$ cat config.mk
export PLATFORM = sky130hd
export DESIGN_NAME = sine_step_seq
export DESIGN_NICKNAME = d
export VERILOG_FILES = /design/src/rtl/sine_seq_pkg.sv /design/src/rtl/sine_addr_nlfsr.sv /design/src/rtl/sine_pla_lookup.sv /design/src/rtl/sine_step_seq.sv
export SDC_FILE = /design/constraint.sdc
export NUM_CORES = 1
export LEC_CHECK = 0
export ABC_AREA = 1
export BUFFER_PORTS_ARGS = -buffer_cell sky130_fd_sc_hd__buf_2
export CAP_MARGIN = 5
export CORE_MARGIN = 2
export CORE_UTILIZATION = 45
export CTS_BUF_LIST = sky130_fd_sc_hd__clkbuf_8
export DETAILED_ROUTE_END_ITERATION = 8
export PLACE_DENSITY_LB_ADDON = 0.12
export SETUP_SLACK_MARGIN = 0.3
export SYNTH_ARGS = -nofsm -noshare
export SYNTH_HDL_FRONTEND = slang
export SYNTH_SLANG_ARGS = --single-unit
$ cat constraint.sdc
create_clock -name clk -period 2.39 [get_ports clk]
set_input_delay 0.478 -clock clk [delete_from_list [all_inputs] [get_ports clk]]
set_output_delay 0.478 -clock clk [all_outputs]
set_load 0.05 [all_outputs]
$ cat src/rtl/sine_seq_pkg.sv
`timescale 1ns/1ps
package sine_seq_pkg;

  localparam int ADDR_W       = 5;
  localparam int SAMPLE_W     = 4;
  localparam int FULL_POINTS  = 32;
  localparam int SHORT_POINTS = 29;
  localparam int FULL_ROWS    = 30;
  localparam int SHORT_ROWS   = 24;

  typedef logic [ADDR_W-1:0]   addr_t;
  typedef logic [SAMPLE_W-1:0] sample_t;

  // start of every period and the state where the short mode jumps
  localparam addr_t SEED_ADDR = 5'b10000;
  localparam addr_t JUMP_ADDR = 5'b01000;
  localparam addr_t ALL_CARE  = '1;

  // one row of the decode plane: bits with care=0 are wildcards
  typedef struct packed {
    addr_t   care;
    addr_t   match;
    sample_t value;
  } pla_row_t;

  // linear part of the feedback (taps on bits 0 and 2)
  function automatic logic lin_tap(input addr_t a);
    return a[0] ^ a[2];
  endfunction

  // escape term: the bits that survive the shift are all zero
  function automatic logic upper_zero(input addr_t a);
    return (a[ADDR_W-1:1] == '0);
  endfunction

  function automatic addr_t shift_in(input addr_t a, input logic b);
    return {b, a[ADDR_W-1:1]};
  endfunction

  function automatic int row_count(input int points);
    return (points == SHORT_POINTS) ? SHORT_ROWS : FULL_ROWS;
  endfunction

  function automatic pla_row_t mk(input addr_t care, input addr_t match,
                                  input sample_t value);
    pla_row_t r;
    r.care  = care;
    r.match = match;
    r.value = value;
    return r;
  endfunction

  function automatic logic row_hit(input pla_row_t r, input addr_t a);
    return (((a ^ r.match) & r.care) == '0);
  endfunction

  // 32-point table: two rows merge slope pairs with equal values
  function automatic pla_row_t full_row(input int idx);
    case (idx)
      0:  return mk(5'b10111, 5'b10100, 4'd14);
      1:  return mk(5'b10111, 5'b10101, 4'd1);
      2:  return mk(ALL_CARE, 5'b11010, 4'd14);
      3:  return mk(ALL_CARE, 5'b11001, 4'd14);
      4:  return mk(ALL_CARE, 5'b10000, 4'd8);
      5:  return mk(ALL_CARE, 5'b01000, 4'd9);
      6:  return mk(ALL_CARE, 5'b00100, 4'd10);
      7:  return mk(ALL_CARE, 5'b10010, 4'd12);
      8:  return mk(ALL_CARE, 5'b01001, 4'd13);
      9:  return mk(ALL_CARE, 5'b01101, 4'd15);
      10: return mk(ALL_CARE, 5'b00110, 4'd15);
      11: return mk(ALL_CARE, 5'b10011, 4'd15);
      12: return mk(ALL_CARE, 5'b11110, 4'd13);
      13: return mk(ALL_CARE, 5'b11111, 4'd12);
      14: return mk(ALL_CARE, 5'b01111, 4'd10);
      15: return mk(ALL_CARE, 5'b00111, 4'd9);
      16: return mk(ALL_CARE, 5'b00011, 4'd7);
      17: return mk(ALL_CARE, 5'b10001, 4'd6);
      18: return mk(ALL_CARE, 5'b11000, 4'd5);
      19: return mk(ALL_CARE, 5'b01100, 4'd3);
      20: return mk(ALL_CARE, 5'b10110, 4'd2);
      21: return mk(ALL_CARE, 5'b11011, 4'd1);
      22: return mk(ALL_CARE, 5'b01110, 4'd0);
      23: return mk(ALL_CARE, 5'b10111, 4'd0);
      24: return mk(ALL_CARE, 5'b01011, 4'd0);
      25: return mk(ALL_CARE, 5'b01010, 4'd1);
      26: return mk(ALL_CARE, 5'b00101, 4'd2);
      27: return mk(ALL_CARE, 5'b00010, 4'd3);
      28: return mk(ALL_CARE, 5'b00001, 4'd5);
      29: return mk(ALL_CARE, 5'b00000, 4'd6);
      default: return '0;
    endcase
  endfunction

  // 29-point table: five wildcard rows, three addresses never reached
  function automatic pla_row_t short_row(input int idx);
    case (idx)
      0:  return mk(5'b11110, 5'b11110, 4'd14);
      1:  return mk(5'b11101, 5'b01101, 4'd13);
      2:  return mk(5'b11110, 5'b10000, 4'd8);
      3:  return mk(5'b11011, 5'b01010, 4'd1);
      4:  return mk(5'b11101, 5'b10101, 4'd0);
      5:  return mk(ALL_CARE, 5'b01000, 4'd9);
      6:  return mk(ALL_CARE, 5'b10100, 4'd11);
      7:  return mk(ALL_CARE, 5'b11010, 4'd12);
      8:  return mk(ALL_CARE, 5'b00110, 4'd14);
      9:  return mk(ALL_CARE, 5'b10011, 4'd15);
      10: return mk(ALL_CARE, 5'b11001, 4'd15);
      11: return mk(ALL_CARE, 5'b11100, 4'd15);
      12: return mk(ALL_CARE, 5'b00111, 4'd11);
      13: return mk(ALL_CARE, 5'b00011, 4'd10);
      14: return mk(ALL_CARE, 5'b11000, 4'd7);
      15: return mk(ALL_CARE, 5'b01100, 4'd5);
      16: return mk(ALL_CARE, 5'b10110, 4'd4);
      17: return mk(ALL_CARE, 5'b11011, 4'd2);
      18: return mk(ALL_CARE, 5'b11101, 4'd1);
      19: return mk(ALL_CARE, 5'b01011, 4'd0);
      20: return mk(ALL_CARE, 5'b00101, 4'd2);
      21: return mk(ALL_CARE, 5'b00010, 4'd3);
      22: return mk(ALL_CARE, 5'b00001, 4'd4);
      23: return mk(ALL_CARE, 5'b00000, 4'd6);
      default: return '0;
    endcase
  endfunction

  function automatic pla_row_t pla_row(input int points, input int idx);
    return (points == SHORT_POINTS) ? short_row(idx) : full_row(idx);
  endfunction

endpackage

$ cat src/rtl/sine_addr_nlfsr.sv
`timescale 1ns/1ps
module sine_addr_nlfsr
  import sine_seq_pkg::*;
#(
  parameter int POINTS = FULL_POINTS
) (
  input  logic  clk,
  input  logic  rst_n,
  input  logic  step,
  output addr_t addr,
  output logic  wrap
);

  localparam int CNT_W = $clog2(POINTS + 1);

  logic             zero_escape_evt;
  logic             jump_evt;
  logic             new_bit;
  logic             land_seed_evt;
  addr_t            nxt_addr;
  logic [CNT_W-1:0] period_cnt;

  assign zero_escape_evt = upper_zero(addr);

  generate
    if (POINTS == SHORT_POINTS) begin : g_short
      assign jump_evt = (addr == JUMP_ADDR);

      // the forced bit skips three states of the full cycle
      p_short_jump_r4: assert property (@(posedge clk) disable iff (!rst_n)
        (step && addr == JUMP_ADDR) |=> (addr == 5'b10100));
    end else begin : g_full
      assign jump_evt = 1'b0;

      p_full_no_jump_r3: assert property (@(posedge clk) disable iff (!rst_n)
        (step && addr == JUMP_ADDR) |=> (addr == 5'b00100));
    end
  endgenerate

  assign new_bit       = lin_tap(addr) ^ zero_escape_evt ^ jump_evt;
  assign nxt_addr      = shift_in(addr, new_bit);
  assign land_seed_evt = step && (nxt_addr == SEED_ADDR);

  always_ff @(posedge clk or negedge rst_n) begin
    if (!rst_n) begin
      addr       <= SEED_ADDR;
      wrap       <= 1'b0;
      period_cnt <= '0;
    end else begin
      wrap <= land_seed_evt;
      if (step) begin
        addr       <= nxt_addr;
        period_cnt <= land_seed_evt ? '0 : period_cnt + 1'b1;
      end
    end
  end

  // old bits move one place down on a step
  p_shift_right_r2: assert property (@(posedge clk) disable iff (!rst_n)
    step |=> (addr[ADDR_W-2:0] == $past(addr[ADDR_W-1:1])));

  p_hold_addr_r2: assert property (@(posedge clk) disable iff (!rst_n)
    !step |=> $stable(addr));

  // all-zero state is left, never held
  p_zero_escape_r3: assert property (@(posedge clk) disable iff (!rst_n)
    (step && addr == '0) |=> (addr == SEED_ADDR));

  // period closes after exactly POINTS steps
  p_period_len_r3: assert property (@(posedge clk) disable iff (!rst_n)
    land_seed_evt |-> (period_cnt == CNT_W'(POINTS - 1)));

  p_wrap_seed_r10: assert property (@(posedge clk) disable iff (!rst_n)
    wrap |-> (addr == SEED_ADDR));

endmodule

$ cat src/rtl/sine_pla_lookup.sv
`timescale 1ns/1ps
module sine_pla_lookup
  import sine_seq_pkg::*;
#(
  parameter int POINTS = FULL_POINTS
) (
  input  logic    clk,
  input  logic    rst_n,
  input  addr_t   addr,
  output sample_t sample
);

  localparam int NROWS = row_count(POINTS);

  logic [NROWS-1:0] row_hit_vec;
  sample_t          row_term [NROWS];

  for (genvar i = 0; i < NROWS; i++) begin : g_row
    localparam pla_row_t ROW = pla_row(POINTS, i);
    assign row_hit_vec[i] = row_hit(ROW, addr);
    assign row_term[i]    = row_hit_vec[i] ? ROW.value : '0;
  end

  // OR plane: with one row active this is that row's value
  always_comb begin
    sample = '0;
    for (int i = 0; i < NROWS; i++) begin
      sample = sample | row_term[i];
    end
  end

  // one and only one row answers each reachable address
  p_one_row_r9: assert property (@(posedge clk) disable iff (!rst_n)
    $countones(row_hit_vec) == 1);

endmodule

$ cat src/rtl/sine_step_seq.sv
`timescale 1ns/1ps
module sine_step_seq
  import sine_seq_pkg::*;
#(
  parameter int POINTS = FULL_POINTS
) (
  input  logic                clk,
  input  logic                rst_n,
  input  logic                step,
  output logic [SAMPLE_W-1:0] sample,
  output logic [ADDR_W-1:0]   seq_addr,
  output logic                wrap
);

  addr_t   cur_addr;
  sample_t cur_sample;
  logic    wrap_evt;

  sine_addr_nlfsr #(.POINTS(POINTS)) u_addr (
    .clk   (clk),
    .rst_n (rst_n),
    .step  (step),
    .addr  (cur_addr),
    .wrap  (wrap_evt)
  );

  sine_pla_lookup #(.POINTS(POINTS)) u_pla (
    .clk    (clk),
    .rst_n  (rst_n),
    .addr   (cur_addr),
    .sample (cur_sample)
  );

  assign sample   = cur_sample;
  assign seq_addr = cur_addr;
  assign wrap     = wrap_evt;

  p_sample_hold_r2: assert property (@(posedge clk) disable iff (!rst_n)
    !step |=> $stable(sample));

  // the strobe marks the start sample and never lasts two cycles
  p_wrap_start_r10: assert property (@(posedge clk) disable iff (!rst_n)
    wrap |-> (sample == 4'd8));

  p_wrap_single_r10: assert property (@(posedge clk) disable iff (!rst_n)
    wrap |=> !wrap);

  // the start of a period is in the upper half-cycle
  p_start_upper_r8: assert property (@(posedge clk) disable iff (!rst_n)
    (seq_addr == SEED_ADDR) |-> sample[SAMPLE_W-1]);

endmodule

==> results.py <==
metrics = {
    "outcome": {
        "status": "finished, final reports clean",
    },
    "cells_and_area": {
        "syn2layout_area_growth_pct": 25.9,
        "design_area_um2": 907,
        "register_area_um2": 156,
        "stdcell_count": 149,
        "fill_cells": 147,
        "final_common_cell": "nand2_1",
        "drive_above_1_share_pct": 36.8,
        "multiInputGateArea_um2": 497,
        "antenna-diode-count": 0,
        "layout_common_cells": "nand2_1 (31), nor2_1 (18), nand3_1 (17)",
        "nets": 138,
    },
    "setup_path": {
        "crit_required_ns": 1.91,
        "reg2reg_slack_ns": 1.00,
        "start_kind": "flip-flop",
        "arrival_ns": 1.64,
        "end_kind": "primary output",
        "criticalPathCategory": "flip-flop to primary output",
        "path_max_fanout": 6,
    },
    "sta": {
        "setup_tns_ns": 0,
        "slew_viol_final": 0,
        "fin_crit_ns": 2.12,
        "finalCritPeriodShare_pct": 88.6,
        "rsz0062_at_grt": "true",
        "layout_setup_ws_ns": 0.272,
        "clock_skew_ns": 0.00318,
        "worstMarginPinSlew_ns": 0.305,
        "fmax_mhz": 472,
        "hold_viol": 0,
        "final-setup-viol-count": 0,
        "relSlewSlack_pct": 79.7,
    },
    "place": {
        "dp_cells": 138,
        "dpl-instance-area_um2": 739,
        "io_buffers": 12,
        "place_congestion": 0.872,
        "hpwl_um": 1190,
        "dp_slack_ns": 0.367,
    },
    "clock_network": {
        "clock-sinks": 6,
        "clock-root-buffer": "clkbuf_8",
        "clockBufferDepth": 2,
        "path_clk_slew_ns": 0.04,
        "clock_latency_ns": 0.23,
        "cts_max_level": 1,
        "cts_made_buffers": 3,
        "cts_tree": "yes",
    },
    "drt": {
        "drt_first_iter_violations": 44,
        "drt-wirelength-per-cell_um": 12.2,
        "dr_total_vias": 805,
        "dr.pass1.iters": 4,
        "drc": 0,
        "ant_nets": 0,
        "via_per_inst": 5.40,
        "wl_um": 1820,
    },
    "floorplanning": {
        "dieArea_um2": 1940,
        "die_h_um": 44.0,
        "start_util_pct": 47.8,
        "num_rows": 14,
        "ios": 13,
        "die_x_um": 44.0,
        "core-area_um2": 1510,
    },
    "min_path": {
        "hp-class": "input pin to asynchronous set/reset pin",
    },
    "yosys": {
        "avgSynthCellArea_um2": 6.16,
        "netlist_area_um2": 721,
        "yosysSeqAreaShare_pct": 21.0,
        "yosys_warnings": 0,
        "ys_ff_latch": 6,
        "synth_cell_types": 21,
        "syn_inst": 117,
        "synth_nets": 121,
    },
    "grt": {
        "grt_pass1_vias": 639,
        "grt_max_degree": 13,
        "grtUsageMet2_pct": 29.4,
        "grt_use_met1_pct": 26.6,
        "use_met3_pct": 6.12,
        "antenna_found_initial": 0,
        "grt-busiest-layer": "met2",
        "grt_overflow": 0,
        "grt_pass1_wl_um": 2830,
        "grtUsageTotal_pct": 19.2,
    },
    "pwr": {
        "leakagePower_nw": 0.474,
        "total_power_mw": 1.27,
        "power_density_nw_per_um2": 1400,
        "peakVddDrop_v": 0.000743,
    },
    "job": {
        "maxCapViolCount": 0,
    },
}
[layout make-up]
cell class | count | share of cell area (%)
clock buffer | 3 | 4.55
clock inverter | 1 | 0.414
inverter | 11 | 5.52
multi-input combinational | 93 | 54.8
sequential | 6 | 17.2
tap | 16 | 2.21
timing repair buffer | 19 | 15.3
[what timing repair did]
item | in CTS | in global routing
hold buffers | 0 | 0
endpoints found under the setup margin | 4 | 4
pin swaps | 0 | 6
setup buffers | 3 | 4
gates resized for setup | 14 | 12
[synth_stat cells]
master    count  area share (%)
nand2_1      34              18
nand3_1      21              15
nor2_1       20              10
inv_1         7             3.6
o21ai_0       6             4.2
dfrtp_1       5              17
nor2_4        4             6.2
buf_6         3             4.7
inv_2         3             1.6
a21oi_1       2             1.4
buf_4         2             2.1
clkbuf_1      1            0.52
clkbuf_8      1             1.9
dfstp_2       1             3.6
ha_1          1             1.7
inv_6         1             1.2
nand2_2       1            0.87
nand3_2       1             1.4
nor2_2        1            0.87
nor2_8        1             2.8
xnor2_1       1             1.2
[metal layers]
metal | vias to the layer above | wire, µm
met4 | 0 | 29
met3 | 7 | 128
met1 | 356 | 779
li1 | 403 | -
met5 | - | 0
met2 | 39 | 880
[cell families after synthesis]
logic type                 synth area share, %
and+or+nand+nor                           54.9
buffers and inverters                     15.6
AOI/OAI and AO/OA                         5.56
DFF                                       21.0
xor gates and xnor gates                  1.22
adders and majority gates                 1.74
[metrics by stage]
step / hold WS [ns] / utilization, %
global route: 0.0748 / 60.2
finish: 0.0715 / 60.2
detailed placement: 0.311 / 49.1
CTS: 0.0725 / 55.5
floorplan: 0.182 / -
global placement: 0.307 / 49.1
[power breakdown]
part / internal [mW] / leakage (nW) / total [mW] / switching [mW]
sequential: 0.134 / 0.0674 / 0.219 / 0.0845
clock: 0.111 / 0.0269 / 0.157 / 0.0463
combinational: 0.305 / 0.380 / 0.898 / 0.594
[state kept, by name (all words and copies together), names as in the netlist]
signal / count
u_addr.addr: 5
u_addr.wrap: 1
[critical path, cell delays in order, from the launching register on]
cell and delay (ns):
dfstp_2 0.56, buf_6 0.13, clkbuf_2 0.15, buf_4 0.13
nand3_1 0.08, nand2_2 0.07, nor2_1 0.04, nand3_1 0.09
buf_6 0.16
[path summary, 6_finish.rpt]
check,start,to,cells past startpoint
max in group asynchronous,rst_n,u_addr.addr[4]$_DFFE_PN1P_,1
min in group clk,step,u_addr.addr[4]$_DFFE_PN1P_,2
min reg2reg,u_addr.addr[1]$_DFFE_PN0P_,u_addr.addr[0]$_DFFE_PN0P_,2
min,rst_n,u_addr.wrap$_DFF_PN0_,1
max,u_addr.addr[4]$_DFFE_PN1P_,sample[2],8
max reg2reg,u_addr.addr[4]$_DFFE_PN1P_,u_addr.addr[4]$_DFFE_PN1P_,5
No activity file was read; power rests on OpenSTA's default activity.
